<file path="src/rtl/pcimon_pkg.sv">
package pcimon_pkg;
    // bit positions inside the sampled line vector
    localparam int LN_FRAME  = 0;
    localparam int LN_IRDY   = 1;
    localparam int LN_DEVSEL = 2;
    localparam int LN_STOP   = 3;
    localparam int NUM_LINES = 4;

    // error bit positions
    localparam int EB_IRDY   = 0;
    localparam int EB_MABORT = 1;
    localparam int EB_TERM   = 2;
    localparam int NUM_ERR   = 3;

    typedef enum logic [1:0] {
        M_IDLE    = 2'd0,
        M_NODEV   = 2'd1,
        M_CLAIMED = 2'd2
    } txn_st_e;

    typedef enum logic [1:0] {
        T_IDLE      = 2'd0,
        T_WAIT_DEV  = 2'd1,
        T_WAIT_STOP = 2'd2
    } ta_st_e;

    typedef enum logic [1:0] {
        VC_NONE   = 2'd0,
        VC_IRDY   = 2'd1,
        VC_MABORT = 2'd2,
        VC_TERM   = 2'd3
    } vcode_e;
endpackage

</file>
<file path="src/rtl/pcimon_sampler.sv">
module pcimon_sampler
    import pcimon_pkg::*;
(
    input  logic                 clk,
    input  logic                 rst,
    input  logic                 smp_en,
    input  logic [NUM_LINES-1:0] pins_n,
    output logic [NUM_LINES-1:0] cur,
    output logic [NUM_LINES-1:0] asrt,
    output logic [NUM_LINES-1:0] deas
);
    logic [NUM_LINES-1:0] prev_q;

    assign cur = ~pins_n;

    always_ff @(posedge clk) begin
        if (rst) begin
            prev_q <= '0;
        end else if (smp_en) begin
            prev_q <= cur;
        end
    end

    for (genvar g = 0; g < NUM_LINES; g++) begin : g_edge
        assign asrt[g] = cur[g] & ~prev_q[g];
        assign deas[g] = ~cur[g] & prev_q[g];
    end
endmodule

</file>
<file path="src/rtl/pcimon_txn_fsm.sv">
module pcimon_txn_fsm
    import pcimon_pkg::*;
#(
    parameter int IRDY_LIMIT = 8,
    parameter int DONE_LIMIT = 16,
    parameter int MABORT_MIN = 5,
    parameter int RCNT_W     = 8
) (
    input  logic                 clk,
    input  logic                 rst,
    input  logic                 smp_en,
    input  logic [NUM_LINES-1:0] cur,
    input  logic [NUM_LINES-1:0] asrt,
    input  logic [NUM_LINES-1:0] deas,
    input  logic                 xfer_done,
    input  logic                 ta_busy,
    output logic                 irdy_late,
    output logic                 mabort_early,
    output logic                 term_miss,
    output logic [RCNT_W-1:0]    restart_cnt
);
    localparam int OFF_W = $clog2(DONE_LIMIT + 1);
    localparam logic [OFF_W-1:0] OFF_IRDY = OFF_W'(IRDY_LIMIT);
    localparam logic [OFF_W-1:0] OFF_DONE = OFF_W'(DONE_LIMIT);
    localparam logic [OFF_W-1:0] OFF_MAB  = OFF_W'(MABORT_MIN);

    txn_st_e           st_q, st_d;
    logic [OFF_W-1:0]  off_q, off_d, off_inc;
    logic              ipend_q, ipend_d;
    logic              restart;

    assign off_inc = off_q + 1'b1;

    always_ff @(posedge clk) begin
        if (rst) begin
            st_q        <= M_IDLE;
            off_q       <= '0;
            ipend_q     <= 1'b0;
            restart_cnt <= '0;
        end else begin
            st_q    <= st_d;
            off_q   <= off_d;
            ipend_q <= ipend_d;
            if (restart) begin
                restart_cnt <= restart_cnt + 1'b1;
            end
        end
    end

    always_comb begin
        st_d         = st_q;
        off_d        = off_q;
        ipend_d      = ipend_q;
        irdy_late    = 1'b0;
        mabort_early = 1'b0;
        term_miss    = 1'b0;
        restart      = 1'b0;
        if (smp_en) begin
            if (asrt[LN_FRAME]) begin
                // start: a new framing edge always reopens the check
                restart = (st_q != M_IDLE) || ta_busy;
                st_d    = M_NODEV;
                off_d   = '0;
                ipend_d = 1'b1;
            end else begin
                unique case (st_q)
                    M_IDLE: begin
                        st_d = M_IDLE;
                    end
                    M_NODEV, M_CLAIMED: begin
                        off_d = off_inc;
                        if (xfer_done) begin
                            // complete
                            st_d    = M_IDLE;
                            ipend_d = 1'b0;
                        end else if (st_q == M_NODEV && !cur[LN_DEVSEL] && deas[LN_FRAME]) begin
                            // abort-end
                            mabort_early = (off_inc < OFF_MAB);
                            st_d         = M_IDLE;
                            ipend_d      = 1'b0;
                        end else if (off_inc == OFF_DONE) begin
                            // deadline
                            term_miss = 1'b1;
                            st_d      = M_IDLE;
                            ipend_d   = 1'b0;
                        end else begin
                            if (st_q == M_NODEV && cur[LN_DEVSEL]) begin
                                st_d = M_CLAIMED;   // claim
                            end
                            if (ipend_q) begin
                                if (cur[LN_IRDY]) begin
                                    ipend_d = 1'b0;
                                end else if (off_inc == OFF_IRDY) begin
                                    irdy_late = 1'b1;
                                    ipend_d   = 1'b0;
                                end
                            end
                        end
                    end
                    default: begin
                        st_d = M_IDLE;
                    end
                endcase
            end
        end
    end
endmodule

</file>
<file path="src/rtl/pcimon_tabort_fsm.sv">
module pcimon_tabort_fsm
    import pcimon_pkg::*;
(
    input  logic                 clk,
    input  logic                 rst,
    input  logic                 smp_en,
    input  logic [NUM_LINES-1:0] asrt,
    input  logic [NUM_LINES-1:0] deas,
    output logic                 ta_hit,
    output logic                 ta_busy
);
    ta_st_e st_q, st_d;
    logic   dev_chg;

    assign dev_chg = asrt[LN_DEVSEL] | deas[LN_DEVSEL];
    assign ta_busy = (st_q != T_IDLE);

    always_ff @(posedge clk) begin
        if (rst) begin
            st_q <= T_IDLE;
        end else begin
            st_q <= st_d;
        end
    end

    always_comb begin
        st_d   = st_q;
        ta_hit = 1'b0;
        if (smp_en) begin
            if (asrt[LN_FRAME]) begin
                st_d = T_WAIT_DEV;                  // arm
            end else begin
                unique case (st_q)
                    T_IDLE: begin
                        st_d = T_IDLE;
                    end
                    T_WAIT_DEV: begin
                        if (deas[LN_FRAME]) begin
                            st_d = T_IDLE;          // cancel
                        end else if (asrt[LN_DEVSEL]) begin
                            st_d = T_WAIT_STOP;     // claimed
                        end
                    end
                    T_WAIT_STOP: begin
                        if (dev_chg) begin
                            ta_hit = asrt[LN_STOP]; // hit or miss
                            st_d   = T_IDLE;
                        end
                    end
                    default: begin
                        st_d = T_IDLE;
                    end
                endcase
            end
        end
    end
endmodule

</file>
<file path="src/rtl/pcimon_flags.sv">
module pcimon_flags
    import pcimon_pkg::*;
(
    input  logic               clk,
    input  logic               rst,
    input  logic               clr_sticky,
    input  logic [NUM_ERR-1:0] viol,
    input  logic               ta_hit,
    output logic [NUM_ERR-1:0] err_pulse,
    output logic [NUM_ERR-1:0] err_sticky,
    output logic [1:0]         err_code,
    output logic               tabort_pulse
);
    vcode_e code_d;

    always_comb begin
        if (viol[EB_TERM])        code_d = VC_TERM;
        else if (viol[EB_MABORT]) code_d = VC_MABORT;
        else if (viol[EB_IRDY])   code_d = VC_IRDY;
        else                      code_d = VC_NONE;
    end

    always_ff @(posedge clk) begin
        if (rst) begin
            err_pulse    <= '0;
            err_code     <= VC_NONE;
            tabort_pulse <= 1'b0;
        end else begin
            err_pulse    <= viol;
            err_code     <= code_d;
            tabort_pulse <= ta_hit;
        end
    end

    for (genvar g = 0; g < NUM_ERR; g++) begin : g_sticky
        always_ff @(posedge clk) begin
            if (rst) begin
                err_sticky[g] <= 1'b0;
            end else if (viol[g]) begin
                err_sticky[g] <= 1'b1;
            end else if (clr_sticky) begin
                err_sticky[g] <= 1'b0;
            end
        end
    end
endmodule

</file>
<file path="src/rtl/pci_txn_monitor.sv">
module pci_txn_monitor
    import pcimon_pkg::*;
#(
    parameter int IRDY_LIMIT = 8,
    parameter int DONE_LIMIT = 16,
    parameter int MABORT_MIN = 5,
    parameter int RCNT_W     = 8
) (
    input  logic              clk,
    input  logic              rst,
    input  logic              smp_en,
    input  logic              frame_n,
    input  logic              irdy_n,
    input  logic              devsel_n,
    input  logic              stop_n,
    input  logic              xfer_done,
    input  logic              clr_sticky,
    output logic [2:0]        err_pulse,
    output logic [2:0]        err_sticky,
    output logic [1:0]        err_code,
    output logic              tabort_pulse,
    output logic [RCNT_W-1:0] restart_cnt
);
    logic [NUM_LINES-1:0] pins_n, cur, asrt, deas;
    logic [NUM_ERR-1:0]   viol;
    logic                 ta_hit, ta_busy;

    always_comb begin
        pins_n            = '1;
        pins_n[LN_FRAME]  = frame_n;
        pins_n[LN_IRDY]   = irdy_n;
        pins_n[LN_DEVSEL] = devsel_n;
        pins_n[LN_STOP]   = stop_n;
    end

    pcimon_sampler u_smp (
        .clk    (clk),
        .rst    (rst),
        .smp_en (smp_en),
        .pins_n (pins_n),
        .cur    (cur),
        .asrt   (asrt),
        .deas   (deas)
    );

    pcimon_txn_fsm #(
        .IRDY_LIMIT (IRDY_LIMIT),
        .DONE_LIMIT (DONE_LIMIT),
        .MABORT_MIN (MABORT_MIN),
        .RCNT_W     (RCNT_W)
    ) u_txn (
        .clk          (clk),
        .rst          (rst),
        .smp_en       (smp_en),
        .cur          (cur),
        .asrt         (asrt),
        .deas         (deas),
        .xfer_done    (xfer_done),
        .ta_busy      (ta_busy),
        .irdy_late    (viol[EB_IRDY]),
        .mabort_early (viol[EB_MABORT]),
        .term_miss    (viol[EB_TERM]),
        .restart_cnt  (restart_cnt)
    );

    pcimon_tabort_fsm u_ta (
        .clk     (clk),
        .rst     (rst),
        .smp_en  (smp_en),
        .asrt    (asrt),
        .deas    (deas),
        .ta_hit  (ta_hit),
        .ta_busy (ta_busy)
    );

    pcimon_flags u_flg (
        .clk          (clk),
        .rst          (rst),
        .clr_sticky   (clr_sticky),
        .viol         (viol),
        .ta_hit       (ta_hit),
        .err_pulse    (err_pulse),
        .err_sticky   (err_sticky),
        .err_code     (err_code),
        .tabort_pulse (tabort_pulse)
    );
endmodule

</file>
<file path="config.mk">
export PLATFORM = sky130hd
export DESIGN_NAME = pci_txn_monitor
export DESIGN_NICKNAME = d
export VERILOG_FILES = /design/src/rtl/pcimon_pkg.sv /design/src/rtl/pcimon_sampler.sv /design/src/rtl/pcimon_txn_fsm.sv /design/src/rtl/pcimon_tabort_fsm.sv /design/src/rtl/pcimon_flags.sv /design/src/rtl/pci_txn_monitor.sv
export SDC_FILE = /design/constraint.sdc
export NUM_CORES = 1
export LEC_CHECK = 0
export BUFFER_PORTS_ARGS = -buffer_cell sky130_fd_sc_hd__buf_2
export CAP_MARGIN = 20
export CORE_MARGIN = 5
export CORE_UTILIZATION = 60
export CTS_BUF_LIST = sky130_fd_sc_hd__clkbuf_4
export DETAILED_ROUTE_END_ITERATION = 8
export GPL_TIMING_DRIVEN = 0
export PLACE_DENSITY_LB_ADDON = 0.1
export SLEW_MARGIN = 20
export SYNTH_ARGS = -nofsm -noshare
export SYNTH_HDL_FRONTEND = slang
export SYNTH_SLANG_ARGS = --single-unit
</file>
<file path="constraint.sdc">
create_clock -name clk -period 4.07 [get_ports clk]
set_input_delay 0.2035 -clock clk [delete_from_list [all_inputs] [get_ports clk]]
set_output_delay 0.2035 -clock clk [all_outputs]
set_load 0.05 [all_outputs]
</file>
==> results by group, run 1 <==
Run status
  • Outcome: finished clean

Layout
  • Area taken by multi-input logic gates: 840 um2
  • Share of cells above drive strength 1: 19.1%
  • Final Net Count: 232
  • Reg area: 601 um2
  • Commonest non-fill, non-tap cell in the layout: dfxtp_1
  • Fill count: 206
  • Area grow syn2layout: 15.3%
  • Post-route insts no fill: 245
  • Final Instance Area: 0.00177 mm2
  • Antenna diodes: 0
  • Most frequent cells in the layout: dfxtp_1, buf_2, nor2_1

Die
  • IO Pins: 26
  • Die ar.: 0.00367 mm2
  • Die width: 60.6 um
  • Die height: 60.6 um
  • Initial Util: 62.5%
  • Core Rows: 18
  • Core area: 0.00245 mm2

CTS
  • Setup Buffers After CTS: 0
  • # hold bufs at CTS: 0
  • Clock sinks: 30
  • Max clock buf depth: 2
  • CTS root buf: clkbuf_4
  • Reg clk slew, reported paths: 0.10 ns
  • CTS buffer count: 5
  • Clk_lat worst skew: 0.34 ns
  • Post-CTS resize count: 0
  • CTS tree: done
  • H-tree Lvls: 2

Power
  • P_sw: 138 uW
  • Maximum VDD drop: 368 uV
  • Internal power: 458 uW
  • Leakage: 0.816 nW
  • Seq pwr share: 50.9%
  • Logic pwr share: 7.7%
  • P per Cell Area: 337 mW/mm2
  • Clock power share: 41.4%
  • Switch share: 23.1%

STA
  • Crit share post-route: 50.8%
  • Worst Skew: 0.00786 ns
  • F_max: 0.483 GHz
  • Final setup violation count: 0
  • Tightest Pin Transition: 0.505 ns
  • Slew Viols, Final: 0
  • Max-slew headroom: 66.4%
  • Clock period minus worst slack: 2.07 ns
  • RSZ-0062 raised after global routing: no
  • Setup tns final: 0 ns
  • Final hold violations: 0

Setup path
  • Slowest stage delay, CP: 0.54 ns
  • CP Data Required Time: 4.35 ns
  • WP buf/inv: 2
  • Crit path max-delay cell type: or4_4
  • CP Capture Type: flip-flop
  • Worst R2R Setup Slack: 2.00 ns
  • Data arrival time of the worst path: 2.35 ns
  • CP delay by family, top: simple AND/OR/NAND/NOR gates
  • Crit path top cell by count: nand2_1
  • Crit-path cells: inv_1 -> ha_1 -> buf_2 -> nand2_1 -> nor3_2 -> nand2_1 -> or4_4 -> nand2_1
  • Crit path to: u_flg.err_code[1]
  • Startpoint Class: flip-flop
  • R2R cell count: 8
  • WS Path Type: flip-flop to flip-flop
  • Launching point of the worst reg2reg path: u_txn.st_q[1]
  • Worst reg2reg endpoint: u_flg.err_code[1]
  • WP depth: 8
  • CP Launch Point: u_txn.st_q[1]
  • Crit-path max FO: 9

Routing
  • Drt first-iter violations: 55
  • DR pass1 iterations: 4
  • Post-Route WL: 3490 um
  • Detail-routed via count per cell: 5.69
  • Met2 routed WL: 1730 um
  • Post-DR wirelength/cell: 14.2 um
  • DR top layer: met4
  • Antenna-violating nets left: 0
  • Met3 routed WL: 201 um
  • Residual DRC: 0
  • Via Count: 1393
  • Met1 wire length: 1480 um

Worst hold path
  • Hold Crit Class: input port to flip-flop

Synthesis
  • Mapped cell area: 0.00153 mm2
  • Largest area contributor in the netlist: dfxtp_1
  • Syn Nets: 202
  • Synth area leaders: dfxtp_1, ha_1, nor2_1
  • Post-synthesis cell count: 184
  • Cell variety after synth: 41
  • Synth top area share: 39.2%
  • Yosys reg bits: 30
  • Sequential cell area fraction in the yosys report: 39.2%
  • Ys Warns: 0
  • Post-Syn Area per Cell: 8.34 um2

Global routing
  • Largest net degree at the start of global routing: 11
  • Grt ovf: 0
  • Vias in the first global route: 1352
  • Initial antenna violation count: 0
  • First-pass GRT wire length: 5720 um
  • GR Util All Layers: 21.2%

Run
  • Max-Cap Viols: 0

Placed design
  • Dpl cells: 237
  • Post-DP HPWL: 2570 um
  • IO buf count: 23
  • Routability Congestion: 0.791
  • Area of placed instances: 0.00169 mm2
-- final cells by class --
cell class	count	share of cell area [%]
Tap cell	30	2.12
Sequential cell	30	33.9
Clock buffer	7	2.97
Clock inverter	1	1.70
Buffer	10	2.76
Timing Repair Buffer	23	6.51
Inverter	12	2.55
Multi-Input combinational cell	132	47.5
-- power groups by stage --
stage	Combinational [mW]	Clock (mW)	Sequential, mW
6_report	0.0459	0.247	0.303
3_5_place_dp	0.0454	0	0.310
4_1_cts	0.0457	0.248	0.303
5_1_grt	0.0515	0.262	0.304
2_1_floorplan	0.0304	0	0.310
3_3_place_gp	0.0436	0	0.309
-- worst reg2reg max path: stages, from the launching register on --
cell     delay [ns]
dfxtp_1        0.40
inv_1          0.10
ha_1           0.27
buf_2          0.18
nand2_1        0.15
nor3_2         0.20
nand2_1        0.11
or4_4          0.54
nand2_1        0.07
-- per-stage QoR --
step                      util [%]  setup WS, ns  hold WS, ns  total power [mW]
final                         72.1          2.00       0.0632             0.596
after global routing          72.1          1.85       0.0476             0.617
after CTS                     72.1          2.02       0.0515             0.597
after detailed placement      68.7          2.03        0.407             0.355
after global placement        68.7          2.09        0.390             0.353
after floorplan                  -          2.26        0.280             0.341
-- logic make-up after synthesis --
logic type | count (synthesis) | share of synthesized area [%]
and+or+nand+nor | 80 | 26.6
AOI/OAI and AO/OA | 31 | 13.6
DFF | 30 | 39.2
buffers and inverters | 22 | 6.12
xor gates and xnor gates | 10 | 5.71
adders and majority gates | 9 | 7.34
muxes | 2 | 1.47
-- per-layer routing --
layer | global-route usage [%] | vias to the layer above
met5 | 0 | -
met4 | 14.2 | 0
met3 | 4.47 | 10
met2 | 36.9 | 41
met1 | 22.8 | 637
li1 | - | 705
-- synthesized netlist by cell type --
master / instances
dfxtp_1: 30
nor2_1: 24
nand2_1: 22
inv_1: 12
a21oi_1: 10
ha_1: 9
xor2_1: 7
clkbuf_1: 6
nand3_1: 6
nand4_1: 6
a211oi_1: 4
a31oi_1: 4
a311oi_1: 3
buf_2: 3
nor3_1: 3
xnor2_1: 3
and3_1: 2
mux2_2: 2
nand2b_1: 2
nor2b_1: 2
nor3b_1: 2
o21ai_0: 2
or4_4: 2
a2111o_1: 1
a21boi_0: 1
a22oi_1: 1
a2bb2oi_1: 1
a41o_1: 1
a41oi_1: 1
and2_1: 1
and2b_1: 1
and3b_1: 1
and4b_1: 1
and4bb_2: 1
buf_6: 1
nor3_2: 1
nor4_1: 1
nor4b_1: 1
o21bai_1: 1
o22ai_1: 1
or4_1: 1
-- worst min-delay path by stage --
stage                 from                  to  slack (ns)  cells after the start
CTS                 stop_n  u_flg.tabort_pulse        0.05                      2
finish              stop_n  u_flg.tabort_pulse        0.06                      2
floorplan           stop_n  u_flg.tabort_pulse        0.28                      1
global route        stop_n  u_flg.tabort_pulse        0.05                      2
detailed placement  stop_n  u_flg.tabort_pulse        0.41                      2
global placement    stop_n  u_flg.tabort_pulse        0.39                      2
-- state kept, by name, indices dropped and copies added (netlist names) --
register	flops
u_flg.err_pulse	3
u_flg.err_code	2
u_flg.tabort_pulse	1
u_txn.st_q	2
u_txn.off_q	5
u_txn.restart_cnt	8
u_smp.prev_q	3
u_flg.err_sticky	3
u_txn.ipend_q	1
u_ta.st_q	2
Power figures use the tool's default switching activity.
==> inputs of run 2 (changes only) <==
--- a/config.mk
+++ b/config.mk
@@ -8,7 +8,7 @@
 export BUFFER_PORTS_ARGS = -buffer_cell sky130_fd_sc_hd__buf_2
 export CAP_MARGIN = 20
 export CORE_MARGIN = 5
-export CORE_UTILIZATION = 60
+export CORE_UTILIZATION = 52
 export CTS_BUF_LIST = sky130_fd_sc_hd__clkbuf_4
 export DETAILED_ROUTE_END_ITERATION = 8
 export GPL_TIMING_DRIVEN = 0
==> constraint.sdc (replaced) <==
create_clock -name clk -period 1.87 [get_ports clk]
set_input_delay 0.0935 -clock clk [delete_from_list [all_inputs] [get_ports clk]]
set_output_delay 0.0935 -clock clk [all_outputs]
set_load 0.05 [all_outputs]
==> results by group, run 2 (same netlist as run 1, synthesis figures left out) <==
Routing
  • DR pass1 iterations: 4
  • Residual DRC: 0
  • Via Count: 1450
  • Detail-routed via count per cell: 5.75
  • Antenna-violating nets left: 0
  • Drt first-iter violations: 71
  • Post-DR wirelength/cell: 13.7 um
  • Post-Route WL: 3460 um

STA
  • Clock period minus worst slack: 1.77 ns
  • Setup tns final: 0 ns
  • Worst Skew: 0.00249 ns
  • Worst hold slack: 0.0397 ns
  • Max-slew headroom: 65.9%
  • F_max: 0.564 GHz
  • Final hold violations: 0
  • Final worst slack: 0.0982 ns
  • Crit share post-route: 94.7%
  • RSZ-0062 raised after global routing: no
  • Tightest Pin Transition: 0.512 ns
  • Slew Viols, Final: 0
  • Final setup violation count: 0

Die
  • IO Pins: 26
  • Die width: 64.3 um
  • Core area: 0.00278 mm2
  • Die ar.: 0.00414 mm2
  • Core Rows: 19
  • Initial Util: 55.2%
  • Die height: 64.3 um

Global routing
  • GR Util All Layers: 17.4%
  • Grt ovf: 0
  • First-pass GRT wire length: 5890 um
  • Vias in the first global route: 1405
  • Initial antenna violation count: 0
  • Largest net degree at the start of global routing: 12

Layout
  • Area grow syn2layout: 21.8%
  • Most frequent cells in the layout: dfxtp_1, buf_2, nor2_1
  • Final Net Count: 239
  • Largest register by flop count: u_txn.restart_cnt
  • Share of cells above drive strength 1: 24.0%
  • Antenna diodes: 0
  • Fill count: 240
  • Commonest non-fill, non-tap cell in the layout: dfxtp_1
  • Regs by FF count: u_txn.restart_cnt (8), u_txn.off_q (5)
  • Max reg flops: 8
  • Layout Utilization: 67.2%

Setup path
  • Launching point of the worst reg2reg path: u_txn.off_q[0]
  • Data arrival time of the worst path: 2.04 ns
  • CP Capture Type: flip-flop
  • Crit-path max FO: 8
  • Worst reg2reg endpoint: u_flg.err_code[1]
  • CP Data Required Time: 2.14 ns
  • Startpoint Class: flip-flop
  • R2R cell count: 5
  • Worst R2R Setup Slack: 0.1 ns
  • WS Path Type: flip-flop to flip-flop

Placed design
  • Routability Congestion: 0.819
  • IO buf count: 23
  • Post-place setup slack: -0.204 ns
  • Post-DP HPWL: 2420 um

CTS
  • Reg clk slew, reported paths: 0.09 ns
  • H-tree Lvls: 2
  • CTS buffer count: 5
  • Max clock buf depth: 2
  • CTS root buf: clkbuf_4
  • Clock sinks: 30
  • CTS tree: done
  • Clk_lat worst skew: 0.32 ns

Power
  • P per Cell Area: 674 mW/mm2
  • Leakage: 0.857 nW
  • Maximum VDD drop: 750 uV

Worst hold path
  • Hold Path End: u_flg.err_sticky[0]
  • Hold depth: 4
  • Hold Crit Class: input port to flip-flop
  • HP Start: clr_sticky

Run status
  • Outcome: finished clean

Run
  • Max-Cap Viols: 0
[run 2: changes by cell type in the layout (fill, tap and decap cells not counted), moves of 2 or more]
cell	change
buf_4	+5
clkbuf_4	-2
ha_1	-2
nand2_2	+2
dfxtp_2	+4
nand2_1	-3
dfxtp_1	-4
dlygate4sd3_1	+3
[run 2: timing repair]
action | 4_1_cts | 5_1_grt
endpoints found under the setup margin | 8 | 12
endpoints found under the hold margin | 4 | 0
buffers inserted | 5 | 0
resized for setup | 9 | 5
hold buffers | 3 | 0
pin swaps | 1 | 2
[run 2: power breakdown]
group	switching, mW	internal (mW)
clock	0.212	0.270
sequential	0.00999	0.650
combinational	0.0689	0.0481
total	0.291	0.968
[run 2: critical path, cell delays in order, from the launching register on]
cell and delay (ns):
dfxtp_2 0.42, ha_2 0.26, nand3_1 0.20, mux2_2 0.33, or4_4 0.43, nand2_1 0.08
[run 2: per-layer routing]
layer  vias to the layer above  routed length (um)  share of wire (%)  track usage, %
met1                       675                1480                 43            19.5
met2                        51                1700                 49            30.1
met3                        10                 192                5.6            4.73
met5                         -                   0                  0               0
met4                         0                  81                2.3            8.65
li1                        714                   -                  -               -
[run 2: worst max path at each step]
stage / start / to / slack, ns / cells after the start
finish: u_txn.off_q[0] / u_flg.err_code[1] / 0.1 / 5
global route: u_txn.st_q[0] / u_flg.err_code[1] / 0.01 / 8
floorplan: u_txn.st_q[1] / u_flg.err_sticky[2] / 0.06 / 8
detailed placement: u_txn.st_q[1] / u_flg.err_code[0] / -0.20 / 8
CTS: u_txn.off_q[0] / u_flg.err_code[1] / 0.02 / 6
global placement: u_txn.st_q[1] / u_flg.err_sticky[2] / -0.12 / 8
[run 2: final cells by class]
type | instances | area [um2] | area share [%]
Buffer | 9 | 51.3 | 2.75
Clock buffer | 5 | 37.5 | 2.01
Clock inverter | 2 | 33.8 | 1.81
Inverter | 12 | 45.0 | 2.41
Multi-Input combinational cell | 132 | 873 | 46.8
Sequential cell | 30 | 606 | 32.4
Tap cell | 31 | 38.8 | 2.08
Timing Repair Buffer | 31 | 183 | 9.78
[run 2: through the flow]
stage,area [um2],power [mW],cells
3_3_place_gp,1690,0.769,238
4_1_cts,1850,1.27,252
3_5_place_dp,1690,0.772,238
6_report,1870,1.26,252
5_1_grt,1870,1.32,252
2_1_floorplan,1530,0.742,184
